[config.mk]
export PLATFORM = sky130hd
export DESIGN_NAME = fsync_gen
export DESIGN_NICKNAME = d
export VERILOG_FILES = /design/src/rtl/fsg_pkg.sv /design/src/rtl/fsg_bit_div.sv /design/src/rtl/fsg_rate_div.sv /design/src/rtl/fsg_src_mux.sv /design/src/rtl/fsync_gen.sv
export SDC_FILE = /design/constraint.sdc
export NUM_CORES = 1
export LEC_CHECK = 0
export BUFFER_PORTS_ARGS = -buffer_cell sky130_fd_sc_hd__buf_2
export CAP_MARGIN = 0
export CORE_AREA = 4 4 41 43
export CTS_CLUSTER_DIAMETER = 120
export CTS_CLUSTER_SIZE = 12
export DETAILED_ROUTE_END_ITERATION = 6
export DIE_AREA = 0 0 45 47
export HOLD_SLACK_MARGIN = 0.08
export PLACE_DENSITY = 0.73
export SLEW_MARGIN = 20
export SYNTH_ARGS = -nofsm -noshare
export SYNTH_HDL_FRONTEND = slang
export SYNTH_SLANG_ARGS = --single-unit
[constraint.sdc]
create_clock -name clk -period 1.8 [get_ports clk]
set_input_delay 0.18 -clock clk [delete_from_list [all_inputs] [get_ports clk]]
set_output_delay 0.18 -clock clk [all_outputs]
set_load 0.01 [all_outputs]
[src/rtl/fsg_pkg.sv]
package fsg_pkg;

    localparam int WORD_LEN = 16;
    localparam int RATE_W   = 4;

    typedef enum logic [1:0] {
        SRC_RX_A = 2'b00,
        SRC_RX_B = 2'b01,
        SRC_INT  = 2'b10,
        SRC_PIN  = 2'b11
    } fsg_src_e;

    typedef struct packed {
        logic rx_fs;
        logic gen_fs;
        logic pin_fs;
    } fsg_cand_t;

    typedef struct packed {
        logic tx_fs;
        logic pin_o;
        logic pin_oe;
    } fsg_route_t;

    function automatic logic drives_pin(input fsg_src_e s);
        return (s == SRC_INT);
    endfunction

endpackage

[src/rtl/fsg_bit_div.sv]
module fsg_bit_div #(
    parameter int WLEN = fsg_pkg::WORD_LEN,
    localparam int CW  = $clog2(WLEN)
) (
    input  logic          clk,
    input  logic          rst,
    output logic          first_bit,
    output logic          last_bit
);
    localparam logic [CW-1:0] LAST = CW'(WLEN - 1);

    logic [CW-1:0] cnt_q;

    always_ff @(posedge clk) begin
        if (rst)
            cnt_q <= '0;
        else if (cnt_q == LAST)
            cnt_q <= '0;
        else
            cnt_q <= cnt_q + 1'b1;
    end

    assign first_bit = (cnt_q == '0);
    assign last_bit  = (cnt_q == LAST);

    AST_BIT_WRAP: assert property (@(posedge clk) disable iff (rst)
        last_bit |=> first_bit);

endmodule

[src/rtl/fsg_rate_div.sv]
module fsg_rate_div #(
    parameter int RW = fsg_pkg::RATE_W
) (
    input  logic          clk,
    input  logic          rst,
    input  logic [RW-1:0] rate_in,
    input  logic          word_end,
    output logic          first_word,
    output logic          frame_end
);
    logic [RW-1:0] rate_q;
    logic [RW-1:0] word_q;

    assign frame_end  = word_end && (word_q == rate_q);
    assign first_word = (word_q == '0);

    always_ff @(posedge clk) begin
        if (rst) begin
            word_q <= '0;
            rate_q <= rate_in;
        end else if (frame_end) begin
            word_q <= '0;
            rate_q <= rate_in;
        end else if (word_end) begin
            word_q <= word_q + 1'b1;
        end
    end

    AST_RATE_HOLD: assert property (@(posedge clk) disable iff (rst)
        !frame_end |=> $stable(rate_q));

    AST_WORD_IN_RANGE: assert property (@(posedge clk) disable iff (rst)
        word_end |=> (word_q <= rate_q));

endmodule

[src/rtl/fsg_src_mux.sv]
module fsg_src_mux
    import fsg_pkg::*;
(
    input  logic       [1:0] sel,
    input  fsg_cand_t        cand,
    output fsg_route_t       route
);
    fsg_src_e src;
    assign src = fsg_src_e'(sel);

    always_comb begin
        route = '0;
        unique case (src)
            SRC_RX_A, SRC_RX_B: route.tx_fs = cand.rx_fs;
            SRC_INT:            route.tx_fs = cand.gen_fs;
            SRC_PIN:            route.tx_fs = cand.pin_fs;
            default:            route.tx_fs = 1'b0;
        endcase
        route.pin_oe = drives_pin(src);
        route.pin_o  = route.pin_oe & cand.gen_fs;
    end

endmodule

[src/rtl/fsync_gen.sv]
module fsync_gen
    import fsg_pkg::*;
(
    input  logic              clk,
    input  logic              rst,
    input  logic [RATE_W-1:0] rate_code,
    input  logic              word_mode,
    input  logic [1:0]        src_sel,
    input  logic              rx_fs_i,
    input  logic              pin_fs_i,
    output logic              pin_fs_o,
    output logic              pin_fs_oe,
    output logic              gen_fs_o,
    output logic              tx_fs_o
);
    logic       first_bit;
    logic       last_bit;
    logic       first_word;
    logic       frame_end;
    fsg_cand_t  cand;
    fsg_route_t route;

    fsg_bit_div #(.WLEN(WORD_LEN)) u_bit (
        .clk       (clk),
        .rst       (rst),
        .first_bit (first_bit),
        .last_bit  (last_bit)
    );

    fsg_rate_div #(.RW(RATE_W)) u_rate (
        .clk        (clk),
        .rst        (rst),
        .rate_in    (rate_code),
        .word_end   (last_bit),
        .first_word (first_word),
        .frame_end  (frame_end)
    );

    assign gen_fs_o = !rst && first_word && (word_mode || first_bit);

    assign cand.rx_fs  = rx_fs_i;
    assign cand.gen_fs = gen_fs_o;
    assign cand.pin_fs = pin_fs_i;

    fsg_src_mux u_mux (
        .sel   (src_sel),
        .cand  (cand),
        .route (route)
    );

    assign tx_fs_o   = route.tx_fs;
    assign pin_fs_o  = route.pin_o;
    assign pin_fs_oe = route.pin_oe;

    AST_BIT_PULSE_ONE: assert property (@(posedge clk) disable iff (rst)
        (!word_mode && gen_fs_o) |=> (!gen_fs_o || word_mode));

    AST_FRAME_START: assert property (@(posedge clk) disable iff (rst)
        frame_end |=> (gen_fs_o || (!word_mode && !first_bit)));

    AST_PIN_QUIET: assert property (@(posedge clk) disable iff (rst)
        !pin_fs_oe |-> !pin_fs_o);

    AST_INT_ROUTE: assert property (@(posedge clk) disable iff (rst)
        (src_sel == 2'b10) |-> (tx_fs_o == gen_fs_o && pin_fs_o == gen_fs_o));

endmodule

# == Yosys cells after proc, flatten, opt, wreduce, memory -nomap -nowiden ==
# Index checks and enable logic that the tools add are counted.
# op_classes
addsub,2
n_eq_ne,5
n_mux,3
bitwise_logic,1
reduce_logical,12
# ops
cell,n
4-bit by 1-bit adder with 4-bit output (second input constant),2
4-bit logical NOT,2
4-bit 2-to-1 mux,2
2-bit OR reduction,3
2-bit == test (second input constant),2
4-bit == test,1
4-bit == test (second input constant),1
1-bit logical AND,3
1-bit one-hot mux with 3 select lines,1
2-bit by 1-bit == test with 1-bit output (second input constant),1
2-bit logical NOT,1
2-bit nonzero test,1
1-bit AND,1
1-bit logical NOT,1
1-bit logical OR,1
# word_totals
regBits,12
inputBits,11
output_inout_bits,4
elab_cells,26

# == Logic depth before layout (Yosys ltp) ==
# Gate-level depths: netlist of run 1.
# depth
word_depth,4
mapped_depth,6
ltp_nobuf,6

# == Modules after synthesis ==
# From an unflattened synthesis of run 1, not the netlist that was laid out.
# hier_totals
hier_cells,59
area_unflattened_um2,601.8
# by_module_without_submodules
mod,instances,cells_per_inst,area_each_um2,seq_area_each_um2
fsg_rate_div,1,33,376.6,200.2
fsg_bit_div,1,19,177.7,80.1
fsg_src_mux,1,5,31.3,0.0
fsync_gen,1,2,16.3,0.0

# == Worst setup path before layout of run 1 ==
# Ideal clock, no wire load.
# synth_timing
kind,register to register
from,register u_bit.cnt_q[0]
to,"register u_rate.rate_q[0], enable pin"
setup_ns,0.338
arrival_time_ns,1.032
required_time_ns,1.462
setup_slack_ns,0.431
stages_incl_launch_ff,4
n_path_buf,0
period_less_slack_ns,1.369
path_cell_list,dfxtp_1 ha_1 nand3_1 o21bai_1
# synth_via
elab_chain_cells,3
# synth_lines
item,line_no,source
from (decl),fsg_bit_div.sv:12,logic [CW-1:0] cnt_q;
from (signal assigned),fsg_bit_div.sv:20,cnt_q <= cnt_q + 1'b1;
4-bit == test,fsg_bit_div.sv:24,assign last_bit = (cnt_q == LAST);
1-bit logical AND,fsg_rate_div.sv:14,assign frame_end = word_end && (word_q == rate_q);
2-bit nonzero test (no line),n/a,
to (signal assigned),fsg_rate_div.sv:20,rate_q <= rate_in;
to (signal assigned),fsg_rate_div.sv:23,rate_q <= rate_in;
to (decl),fsg_rate_div.sv:11,logic [RW-1:0] rate_q;
# Every way passes these cells.
# A chain may end at the register's enable or synchronous reset.

# == Final worst setup path of run 1 ==
# layout_timing
from,register u_rate.word_q[1]
to,output port tx_fs_o
# layout_via
elab_chain_cells,4
# layout_lines
item,line_no,source
from (decl),fsg_rate_div.sv:12,logic [RW-1:0] word_q;
from (signal assigned),fsg_rate_div.sv:25,word_q <= word_q + 1'b1;
4-bit logical NOT,fsg_rate_div.sv:15,assign first_word = (word_q == '0);
1-bit logical AND (2 in a row),fsync_gen.sv:39,assign gen_fs_o = !rst && first_word && (word_mode || first_bit);
1-bit one-hot mux with 3 select lines,fsg_src_mux.sv:13,unique case (src)
to (decl),fsync_gen.sv:14,output logic tx_fs_o
# Every way passes these cells.

==> impl_summary.txt, run 1 <==
----------------------------------------------------
[Route]
  Residual DRC count ... 0
  Router iterations before antenna repair ... 5
  DR vias/cell ... 5.186
  Remaining number of nets flagged by the antenna check after routing ... 0
  DRT Wirelength ... 1229 um
  Average routed wire per standard cell ... 12.05 um
  Number of vias after detailed routing ... 529
  First-iteration detailed-routing DRC count ... 6

[STA]
  Fin Clk Skew ... 0.002821 ns
  Slew HR ... 0.7657
  Worst hold-check slack ... 0.2164 ns
  Fraction of the cycle the final worst path needs ... 0.9549
  Max frequency ... 0.5818 GHz
  Number of failing setup endpoints in the final timing report ... 0
  Number of hold violations in the final report ... 0
  Pins Over Slew Limit ... 0
  Unrepaired setup endpoints after global routing ... true
  Shortest clock period the worst path allows after layout ... 1.719 ns
  Transition time at the pin with the least slew margin ... 0.3508 ns
  Post-Route Setup TNS ... 0 ns

[Floorplanning]
  Horizontal die dimension ... 45 um
  Die area ... 2115 um2
  Initial standard-cell utilization of the core ... 0.4788
  Total number of placement rows ... 13
  Die Ht ... 47 um
  I/O pins ... 15
  Placeable Area ... 1301 um2

[Placed design]
  Number of cells after detailed placement ... 90
  Sum of net half-perimeters after detailed placement ... 807.1 um
  Global placer's final weighted congestion ... 0.6841
  Number of buffers added on ports ... 14

[CTS]
  Clock net sink count ... 12
  Clock root buffer ... sky130_fd_sc_hd__clkbuf_4
  H-Tree Depth ... 1
  CTS tree ... built
  Clock input transition at the sequential cells of the worst setup and hold paths ... 0.08 ns
  Number of buffers created by CTS ... 3
  Skew-Pair Late Insertion Delay ... 0.27 ns
  Worst-case clock buffer depth ... 2

[Critical path]
  CP endpoint kind ... output pin
  Reg2reg setup slack ... 0.20 ns
  CP Data Required Time ... 1.62 ns
  Reg-to-Reg Start ... u_rate.word_q[1]
  Worst setup path endpoint ... tx_fs_o
  Critical Path AT ... 1.54 ns
  Slowest-stage cell, CP ... sky130_fd_sc_hd__dfxtp_4
  CP Class ... reg2out
  Cell-by-cell trace of the critical path ... inv_4 -> ha_4 -> nor4b_4 -> o21ai_2 -> o211ai_1 -> o21a_1 -> buf_2
  Depth of the worst register-to-register path ... 4
  Stage delay of the slowest cell on the critical path ... 0.37 ns
  Crit start category ... flip-flop
  Crit path from ... u_rate.word_q[1]
  Reg2reg end ... u_rate.rate_q[0]
  Largest fanout on the critical path ... 4

[Logic synthesis]
  Net count after synthesis ... 78
  Largest area contributor in the netlist ... sky130_fd_sc_hd__dfxtp_1
  Fraction of post-synthesis cell area in the top cell type by area ... 0.2570
  Per-instance average area after synthesis ... 9.890 um2
  Gate Count Post-Synth ... 63
  Synthesized area ... 623.1 um2
  Share of synthesized area occupied by flip-flops and latches ... 0.4498
  #FFs+latches synth ... 12
  Total number of yosys warnings ... 0
  Top area cells in the synthesized netlist ... sky130_fd_sc_hd__dfxtp_1, sky130_fd_sc_hd__edfxtp_1, sky130_fd_sc_hd__ha_1
  Number of distinct library cells after synthesis ... 26

[Run]
  Max-cap check violation count ... 0

[Finish]
  Final non-filler cell total ... 102
  Share of cells above drive strength 1 ... 0.3678
  Fill cell total of the finished layout ... 118
  Most frequent cells in the layout ... sky130_fd_sc_hd__buf_2, sky130_fd_sc_hd__nand3_1, sky130_fd_sc_hd__xnor2_1, sky130_fd_sc_hd__nor2_1
  Most common library cell in the layout ignoring fill and taps ... sky130_fd_sc_hd__buf_2
  Diode count ... 0
  Nets ... 103
  Final core occ ... 0.6500
  Area grow syn2layout ... 35.74%

[Power]
  Peak supply drop ... 0.3988 mV
  Combinational cell fraction of total power ... 0.171
  Net switching power ... 0.1502 mW
  Clock network power share ... 0.295
  Internal portion of total power ... 0.4319 mW
  Net switching share of the total power ... 0.2580
  Power density over the cells ... 688.1 nW/um2
  Leakage Power ... 0.3603 nW
  Sequential power share ... 0.534

[Global route]
  Wire length of the first global-routing pass ... 2125 um
  Remaining global-route overflow ... 0
  Largest net degree at the start of global routing ... 11
  Number of global-route vias before repair ... 465
  GRT Overall Usage ... 0.1425
  Antenna violations before repair ... 0

[Status]
  Result of the run ... finished clean

[Worst hold path]
  Type of the most critical hold path ... in2reg

----------------------------------------------------
## registers in the layout, summed over array words and instances, names as in the netlist
name           cells
u_bit.cnt_q        4
u_rate.rate_q      4
u_rate.word_q      4
## what timing repair did
action | 4_1_cts | 5_1_grt
pin swaps | 1 | 3
setup endpoints to repair | 1 | 3
hold buffers | 4 | 0
buffers inserted | 1 | 3
endpoints found under the hold margin | 4 | 0
gates resized for setup | 1 | 16
## cells in the mapped netlist (all sizes together)
| library cell | number |
|---|---|
| and3 | 1 |
| nand3b | 1 |
| o211ai | 1 |
| nor2 | 5 |
| nand2 | 4 |
| nand4b | 1 |
| inv | 5 |
| nand4 | 1 |
| a31oi | 3 |
| a311oi | 1 |
| a21oi | 2 |
| o21bai | 1 |
| nor3b | 2 |
| xnor2 | 5 |
| buf | 2 |
| nand3 | 5 |
| o21ai | 1 |
| nor4b | 1 |
| edfxtp | 4 |
| nor2b | 2 |
| a21o | 1 |
| o21a | 1 |
| dfxtp | 8 |
| nor3 | 1 |
| ha | 4 |
## metrics by stage
stage | total power, mW | setup slack, ns | instance area [um2]
floorplan | 0.3693 | 0.4307 | 623.1
global placement | 0.3941 | 0.3021 | 695.7
detailed placement | 0.3952 | 0.2657 | 695.7
CTS | 0.5753 | 0.01929 | 770.7
global route | 0.6168 | -0.02818 | 845.8
finish | 0.5820 | 0.08113 | 845.8
## metal layers
| metal | track usage | up-vias | routed length [um] |
|---|---|---|---|
| met3 | 0.02299 | 3 | 108 |
| met5 | 0 | - | 0 |
| met2 | 0.2175 | 19 | 561 |
| met4 | 0.08772 | 0 | 23 |
| met1 | 0.1891 | 238 | 535 |
| li1 | - | 269 | - |
## worst max-delay path, delay by kind of cell (launching register included)
kind | cells | cell delay (ns)
AO/OA/AOI/OAI | 3 | 0.40
adder cells (fa/ha/maj) | 1 | 0.12
buffers and inverters | 2 | 0.18
flip-flops | 1 | 0.37
AND/OR/NAND/NOR | 1 | 0.19
## final cells by class
cell class              count  area [um2]  area share
inverters                   5       23.77     0.02811
multi-input cells          44       344.1      0.4068
repair buffers             22       140.1      0.1657
clock inverters             1       3.754    0.004438
clock buffers               3       22.52     0.02663
flip-flops and latches     12       292.8      0.3462
well taps                  15       18.77     0.02219
## power groups by stage
stage                     sequential, mW  clock, mW  combinational, mW
after CTS                          0.312      0.175             0.0884
after global placement             0.318          0             0.0760
final                              0.311      0.171             0.0997
after detailed placement           0.318          0             0.0767
after global routing               0.314      0.190              0.113
after floorplan                    0.315          0             0.0545
## logic make-up after synthesis
logic type      Yosys count  share of synthesized area
simple gates             24                     0.2269
xor+xnor                  5                    0.07028
buf+inv                   7                    0.05622
flops                    12                     0.4498
fa+ha+maj                 4                    0.08032
compound gates           11                     0.1165
## worst min path at each step
| stage | start | depth (start not counted) | endpoint |
|---|---|---|---|
| 3_5_place_dp | rate_code[3] | 1 | u_rate.rate_q[3] |
| 4_1_cts | rst | 2 | u_rate.word_q[2] |
| 6_report | rst | 2 | u_bit.cnt_q[2] |
| 2_1_floorplan | rate_code[0] | 0 | u_rate.rate_q[0] |
| 5_1_grt | rst | 2 | u_bit.cnt_q[2] |
| 3_3_place_gp | rate_code[2] | 1 | u_rate.rate_q[2] |
No activity file was read; power rests on OpenSTA's default activity.
==> run 2, diff against run 1 <==
--- a/config.mk
+++ b/config.mk
@@ -14,6 +14,7 @@
 export DIE_AREA = 0 0 45 47
 export HOLD_SLACK_MARGIN = 0.08
 export PLACE_DENSITY = 0.73
+export REMOVE_ABC_BUFFERS = 1
 export SLEW_MARGIN = 20
 export SYNTH_ARGS = -nofsm -noshare
 export SYNTH_HDL_FRONTEND = slang
==> run 2 against run 1 <==
Final cell count unchanged. Count of clock-buffer cells in the layout increased by 1. Die area did not move. Utilization down 1.2 points. Critical path depth is the same. Power shrank 0.54%. Wire length rose by 5.9%.
==> impl_summary.txt, run 2 (synthesized netlist as in run 1, its figures left out) <==
----------------------------------------------------
[Finish]
  Nets ... 103 (unchanged)
  Most frequent cells in the layout ... sky130_fd_sc_hd__buf_2, sky130_fd_sc_hd__buf_4, sky130_fd_sc_hd__nand3_1, sky130_fd_sc_hd__xnor2_1, sky130_fd_sc_hd__nor2_1
  Share of cells above drive strength 1 ... 0.4023 (+0.03448)
  Diode count ... 0 (unchanged)
  Most common library cell in the layout ignoring fill and taps ... sky130_fd_sc_hd__buf_2
  Final non-filler cell total ... 102 (unchanged)
  Largest registers in the final layout ... u_bit.cnt_q (4), u_rate.rate_q (4), u_rate.word_q (4)
  Area grow syn2layout ... 33.33%

[STA]
  Number of failing setup endpoints in the final timing report ... 0 (unchanged)
  Transition time at the pin with the least slew margin ... 0.4161 ns (+0.06532 ns)
  Fin Clk Skew ... 0.009148 ns (+0.006328 ns)
  Max frequency ... 0.5743 GHz (-1.3%)
  Slew HR ... 0.7220 (-0.04363)
  Pins Over Slew Limit ... 0 (unchanged)
  Shortest clock period the worst path allows after layout ... 1.741 ns (+0.02250 ns)
  Fraction of the cycle the final worst path needs ... 0.9674 (+0.01250)
  Number of hold violations in the final report ... 0 (unchanged)
  Unrepaired setup endpoints after global routing ... true
  Worst hold-check slack ... 0.08188 ns (-0.1345 ns)

[Floorplanning]
  Horizontal die dimension ... 45 um (unchanged)
  Die Ht ... 47 um (unchanged)
  Placeable Area ... 1301 um2 (unchanged)
  I/O pins ... 15 (unchanged)
  Total number of placement rows ... 13 (unchanged)
  Die area ... 2115 um2 (unchanged)
  Initial standard-cell utilization of the core ... 0.4788 (unchanged)

[Placed design]
  Sum of net half-perimeters after detailed placement ... 877.4 um (+8.7%)
  Global placer's final weighted congestion ... 0.7272 (+6.3%)
  Number of buffers added on ports ... 14 (unchanged)
  Number of cells after detailed placement ... 92 (+2.2%)

[Power]
  Power density over the cells ... 696.8 nW/um2 (+1.3%)
  Internal portion of total power ... 0.4323 mW (+0.10%)
  Clock network power share ... 0.299 (+0.004)
  Sequential power share ... 0.538 (+0.004)
  Net switching power ... 0.1466 mW (-2.4%)
  Leakage Power ... 0.3553 nW (-1.4%)
  Net switching share of the total power ... 0.2533 (-0.004759)
  Combinational cell fraction of total power ... 0.163 (-0.008)
  Peak supply drop ... 0.4574 mV (+15%)

[Route]
  Average routed wire per standard cell ... 12.75 um (+5.9%)
  Residual DRC count ... 0 (unchanged)
  First-iteration detailed-routing DRC count ... 15 (+9)
  DRT Wirelength ... 1301 um (+5.9%)
  Number of vias after detailed routing ... 532 (+0.57%)
  Router iterations before antenna repair ... 4 (-1)
  Remaining number of nets flagged by the antenna check after routing ... 0 (unchanged)
  DR vias/cell ... 5.216 (+0.57%)

[CTS]
  CTS tree ... built
  Worst-case clock buffer depth ... 2 (unchanged)
  H-Tree Depth ... 1 (unchanged)
  Clock input transition at the sequential cells of the worst setup and hold paths ... 0.08 ns (about the same)
  Clock net sink count ... 12 (unchanged)
  Skew-Pair Late Insertion Delay ... 0.27 ns (about the same)
  Clock root buffer ... sky130_fd_sc_hd__clkbuf_4
  Number of buffers created by CTS ... 3 (unchanged)

[Critical path]
  Delay-heaviest family, CP ... compound AO/OA/AOI/OAI gates
  CP Data Required Time ... 1.62 ns (about the same)
  Critical Path AT ... 1.56 ns (+0.02 ns)
  Stage delay of the slowest cell on the critical path ... 0.36 ns (about the same)
  Crit start category ... flip-flop
  Cell-by-cell trace of the critical path ... inv_2 -> ha_4 -> nor4b_4 -> o21ai_1 -> o211ai_1 -> o21a_1 -> buf_2
  CP endpoint kind ... output pin
  Largest fanout on the critical path ... 3 (-1)
  CP Class ... reg2out
  Slowest-stage cell, CP ... sky130_fd_sc_hd__dfxtp_4
  Critical path buffer and inverter count ... 2 (unchanged)

[Global route]
  GRT Overall Usage ... 0.1308 (-0.01173)
  Antenna violations before repair ... 0 (unchanged)
  Largest net degree at the start of global routing ... 11 (unchanged)
  Remaining global-route overflow ... 0 (unchanged)
  Wire length of the first global-routing pass ... 2028 um (-4.6%)
  Number of global-route vias before repair ... 506 (+8.8%)

[Worst hold path]
  Type of the most critical hold path ... in2reg

[Run]
  Max-cap check violation count ... 0 (unchanged)

[Status]
  Result of the run ... finished clean

----------------------------------------------------
## run 2: through the flow
| stage | instance area (um2) | setup TNS [ns] | power, mW | setup slack [ns] | utilization |
|---|---|---|---|---|---|
| global route | 830.8 | -0.05577 | 0.6105 | -0.05577 | 0.6385 |
| CTS | 764.5 | 0 | 0.5764 | 0.01638 | 0.5875 |
| floorplan | 606.8 | 0 | 0.3649 | 0.4307 | - |
| global placement | 710.7 | 0 | 0.3948 | 0.3295 | 0.5462 |
| detailed placement | 710.7 | 0 | 0.3977 | 0.2804 | 0.5462 |
| finish | 830.8 | 0 | 0.5789 | 0.05863 | 0.6385 |
## run 2: power groups by stage
stage          Sequential [mW]  Clock (mW)  Combinational [mW]
2_1_floorplan            0.315           0              0.0501
3_3_place_gp             0.317           0              0.0774
3_5_place_dp             0.318           0              0.0794
4_1_cts                  0.312       0.177              0.0876
5_1_grt                  0.313       0.189               0.108
6_report                 0.311       0.173              0.0945
## run 2: worst paths after layout
kind	start	to	slack, ns	cells after the start
worst max-delay path	u_rate.word_q[1]	tx_fs_o	0.06	7
worst max register to register	u_bit.cnt_q[0]	u_rate.rate_q[3]	0.26	4
worst min register to register	u_bit.cnt_q[0]	u_bit.cnt_q[0]	0.55	2
worst min-delay path	rate_code[1]	u_rate.rate_q[1]	0.08	1
## run 2: worst reg2reg max path, stage by stage (launching register included)
cell                       delay, ns
sky130_fd_sc_hd__dfxtp_4        0.37
sky130_fd_sc_hd__buf_4          0.11
sky130_fd_sc_hd__ha_1           0.21
sky130_fd_sc_hd__nand3_1        0.13
sky130_fd_sc_hd__o21bai_1       0.39
## run 2: area by class of cell
class	instances	area (um2)
Multi-Input combinational cell	44	336.6
Sequential cell	12	292.8
Tap cell	15	18.77
Inverter	5	21.27
Timing Repair Buffer	22	135.1
Clock buffer	4	26.28
Fill cell	111	470.5
## run 2: layer usage
layer	track usage	vias to the layer above	part of all wire	wire length, um
li1	-	270	-	-
met1	0.1495	238	0.43	556
met2	0.2401	22	0.50	647
met3	0.02299	2	0.064	83
met4	0.05263	0	0.010	13
met5	0	-	0	0
## run 2: what timing repair did
item,CTS,global route
setup endpoints to repair,1,2
resized for setup,0,16
pin swaps,0,3
setup buffers,1,3
hold buffers,2,0
hold endpoints to repair,2,0
==> run 3, diff against run 2 <==
--- a/config.mk
+++ b/config.mk
@@ -7,13 +7,13 @@
 export LEC_CHECK = 0
 export BUFFER_PORTS_ARGS = -buffer_cell sky130_fd_sc_hd__buf_2
 export CAP_MARGIN = 0
-export CORE_AREA = 4 4 41 43
+export CORE_MARGIN = 4
+export CORE_UTILIZATION = 45
 export CTS_CLUSTER_DIAMETER = 120
 export CTS_CLUSTER_SIZE = 12
 export DETAILED_ROUTE_END_ITERATION = 6
-export DIE_AREA = 0 0 45 47
 export HOLD_SLACK_MARGIN = 0.08
-export PLACE_DENSITY = 0.73
+export PLACE_DENSITY = 0.71
 export REMOVE_ABC_BUFFERS = 1
 export SLEW_MARGIN = 20
 export SYNTH_ARGS = -nofsm -noshare
==> run 3 against run 2 <==
Clock skew decreased by 0.00089 ns. Non-clock buffer count rose by 1. Final cell count increased by 0.98%. Worst setup slack improved by 0.013 ns. Flip-flop and latch count is the same. Utilization up 0.77 points. Critical path depth is the same. Clock power rose by 2%. Count of clock-buffer cells in the layout did not move. Fmax up 0.73%. Global-route usage rose by 2.1 points. Combinational power grew 0.8%. Critical path type unchanged.
==> impl_summary.txt, run 3 (synthesized netlist as in run 1, its figures left out) <==
----------------------------------------------------
[Finish]
  Nets ... 104 (+0.97%)
  Largest registers in the final layout ... u_bit.cnt_q (4), u_rate.rate_q (4), u_rate.word_q (4)
  Area grow syn2layout ... 34.94%
  Total non-filler cell area in the finished layout ... 840.8 um2 (+1.2%)
  Diode count ... 0 (unchanged)
  Most common library cell in the layout ignoring fill and taps ... sky130_fd_sc_hd__buf_2
  Most frequent cells in the layout ... sky130_fd_sc_hd__buf_2, sky130_fd_sc_hd__buf_4
  Share of cells above drive strength 1 ... 0.3750 (-0.02730)
  Final non-filler cell total ... 103 (+0.98%)

[Global route]
  Antenna violations before repair ... 0 (unchanged)
  Remaining global-route overflow ... 0 (unchanged)
  GRT Overall Usage ... 0.1519 (+0.02111)
  Wire length of the first global-routing pass ... 2152 um (+6.1%)
  Largest net degree at the start of global routing ... 11 (unchanged)
  Number of global-route vias before repair ... 540 (+6.7%)

[Critical path]
  Crit start category ... flip-flop
  Largest fanout on the critical path ... 4 (+1)
  Critical Path AT ... 1.55 ns (about the same)
  CP endpoint kind ... output pin
  CP Class ... reg2out
  CP Data Required Time ... 1.62 ns (about the same)
  Reg2reg setup slack ... 0.29 ns (+0.03 ns)

[Route]
  Remaining number of nets flagged by the antenna check after routing ... 0 (unchanged)
  Router iterations before antenna repair ... 4 (unchanged)
  DR vias/cell ... 5.282 (+1.3%)
  DRT Wirelength ... 1305 um (+0.31%)
  Average routed wire per standard cell ... 12.67 um (-0.67%)
  Residual DRC count ... 0 (unchanged)
  Number of vias after detailed routing ... 544 (+2.3%)
  First-iteration detailed-routing DRC count ... 11 (-4)

[CTS]
  Clock root buffer ... sky130_fd_sc_hd__clkbuf_4
  Skew-Pair Late Insertion Delay ... 0.28 ns (about the same)
  H-Tree Depth ... 1 (unchanged)
  Worst-case clock buffer depth ... 2 (unchanged)
  Clock net sink count ... 12 (unchanged)
  Number of buffers created by CTS ... 3 (unchanged)
  Clock input transition at the sequential cells of the worst setup and hold paths ... 0.07 ns (about the same)
  CTS tree ... built

[Power]
  Final Total Pwr ... 0.5846 mW (+0.99%)
  Peak supply drop ... 0.4954 mV (+8.3%)
  Clock network power share ... 0.302 (+0.003)
  Combinational cell fraction of total power ... 0.163 (about the same)
  Leakage Power ... 0.3616 nW (+1.8%)
  Internal portion of total power ... 0.4333 mW (+0.24%)
  Net switching power ... 0.1513 mW (+3.2%)
  Power density over the cells ... 695.3 nW/um2 (-0.21%)
  Sequential power share ... 0.535 (-0.003)
  Net switching share of the total power ... 0.2588 (+0.005562)

[STA]
  Unrepaired setup endpoints after global routing ... true
  Fraction of the cycle the final worst path needs ... 0.9604 (-0.007015)
  Number of failing setup endpoints in the final timing report ... 0 (unchanged)
  Slew HR ... 0.7433 (+0.02122)
  Number of hold violations in the final report ... 0 (unchanged)
  Fin Clk Skew ... 0.008257 ns (-0.0008914 ns)
  Post-Route Setup TNS ... 0 ns (unchanged)
  Pins Over Slew Limit ... 0 (unchanged)
  Transition time at the pin with the least slew margin ... 0.3843 ns (-0.03177 ns)
  Max frequency ... 0.5785 GHz (+0.73%)
  Shortest clock period the worst path allows after layout ... 1.729 ns (-0.01263 ns)
  Worst hold-check slack ... 0.09438 ns (+0.01250 ns)

[Floorplanning]
  Total number of placement rows ... 13 (unchanged)
  I/O pins ... 15 (unchanged)
  Placeable Area ... 1301 um2 (unchanged)
  Horizontal die dimension ... 45.21 um (+0.47%)
  Initial standard-cell utilization of the core ... 0.4788 (unchanged)
  Die area ... 2044 um2 (-3.4%)
  Die Ht ... 45.21 um (-3.8%)

[Placed design]
  Global placer's final weighted congestion ... 0.6805 (-6.4%)
  Number of cells after detailed placement ... 92 (unchanged)
  Number of buffers added on ports ... 14 (unchanged)
  Sum of net half-perimeters after detailed placement ... 919.9 um (+4.8%)
  DP Area ... 710.7 um2 (unchanged)

[Status]
  Result of the run ... finished clean

[Run]
  Max-cap check violation count ... 0 (unchanged)

[Worst hold path]
  Type of the most critical hold path ... in2reg

----------------------------------------------------
## run 3: path summary, 6_finish.rpt
| path | startpoint | end | cells after the start |
|---|---|---|---|
| setup / recovery | u_bit.cnt_q[1] | tx_fs_o | 7 |
| hold reg to reg | u_bit.cnt_q[0] | u_bit.cnt_q[0] | 1 |
| hold / removal | rate_code[2] | u_rate.rate_q[2] | 1 |
| setup reg to reg | u_rate.word_q[0] | u_rate.rate_q[2] | 4 |
## run 3: area by class of cell
class	instances	area, um2
sequential	12	289.0
inverter	5	23.77
tap	15	18.77
timing repair buffer	23	145.1
multi-input combinational	44	337.8
fill	119	460.4
clock buffer	4	26.28
## run 3: power groups by stage
| stage | registers (mW) | clock network (mW) | logic, mW |
|---|---|---|---|
| final | 0.313 | 0.177 | 0.0953 |
| after global routing | 0.314 | 0.198 | 0.105 |
| after CTS | 0.313 | 0.185 | 0.0853 |
| after detailed placement | 0.320 | 0 | 0.0799 |
| after global placement | 0.318 | 0 | 0.0783 |
| after floorplan | 0.315 | 0 | 0.0501 |
## run 3: per-layer routing
metal	GRT usage	up-vias	routed length (um)
li1	-	270	-
met1	0.1548	252	533
met2	0.2571	17	654
met3	0.03586	5	77
met4	0.1287	0	40
met5	0	-	0
## run 3: what timing repair did
| item | 4_1_cts | 5_1_grt |
|---|---|---|
| hold buffers | 3 | 0 |
| gates resized for setup | 1 | 13 |
| setup buffers | 0 | 4 |
| hold endpoints to repair | 3 | 0 |
| pin swaps | 0 | 2 |
| endpoints found under the setup margin | 1 | 1 |
## run 3: worst max-delay path, stage by stage, from the launching register on
cell	delay (ns)
sky130_fd_sc_hd__dfxtp_1	0.38
sky130_fd_sc_hd__inv_1	0.06
sky130_fd_sc_hd__ha_1	0.17
sky130_fd_sc_hd__nor3b_2	0.15
sky130_fd_sc_hd__o21ai_2	0.15
sky130_fd_sc_hd__o211ai_1	0.11
sky130_fd_sc_hd__o21a_1	0.11
sky130_fd_sc_hd__buf_2	0.13
## run 3: per-stage QoR
stage | worst slack [ns] | util
3_3_place_gp | 0.3032 | 0.5462
3_5_place_dp | 0.3123 | 0.5462
6_report | 0.07126 | 0.6462
4_1_cts | 0.004113 | 0.5904
2_1_floorplan | 0.4307 | -
5_1_grt | -0.01945 | 0.6462
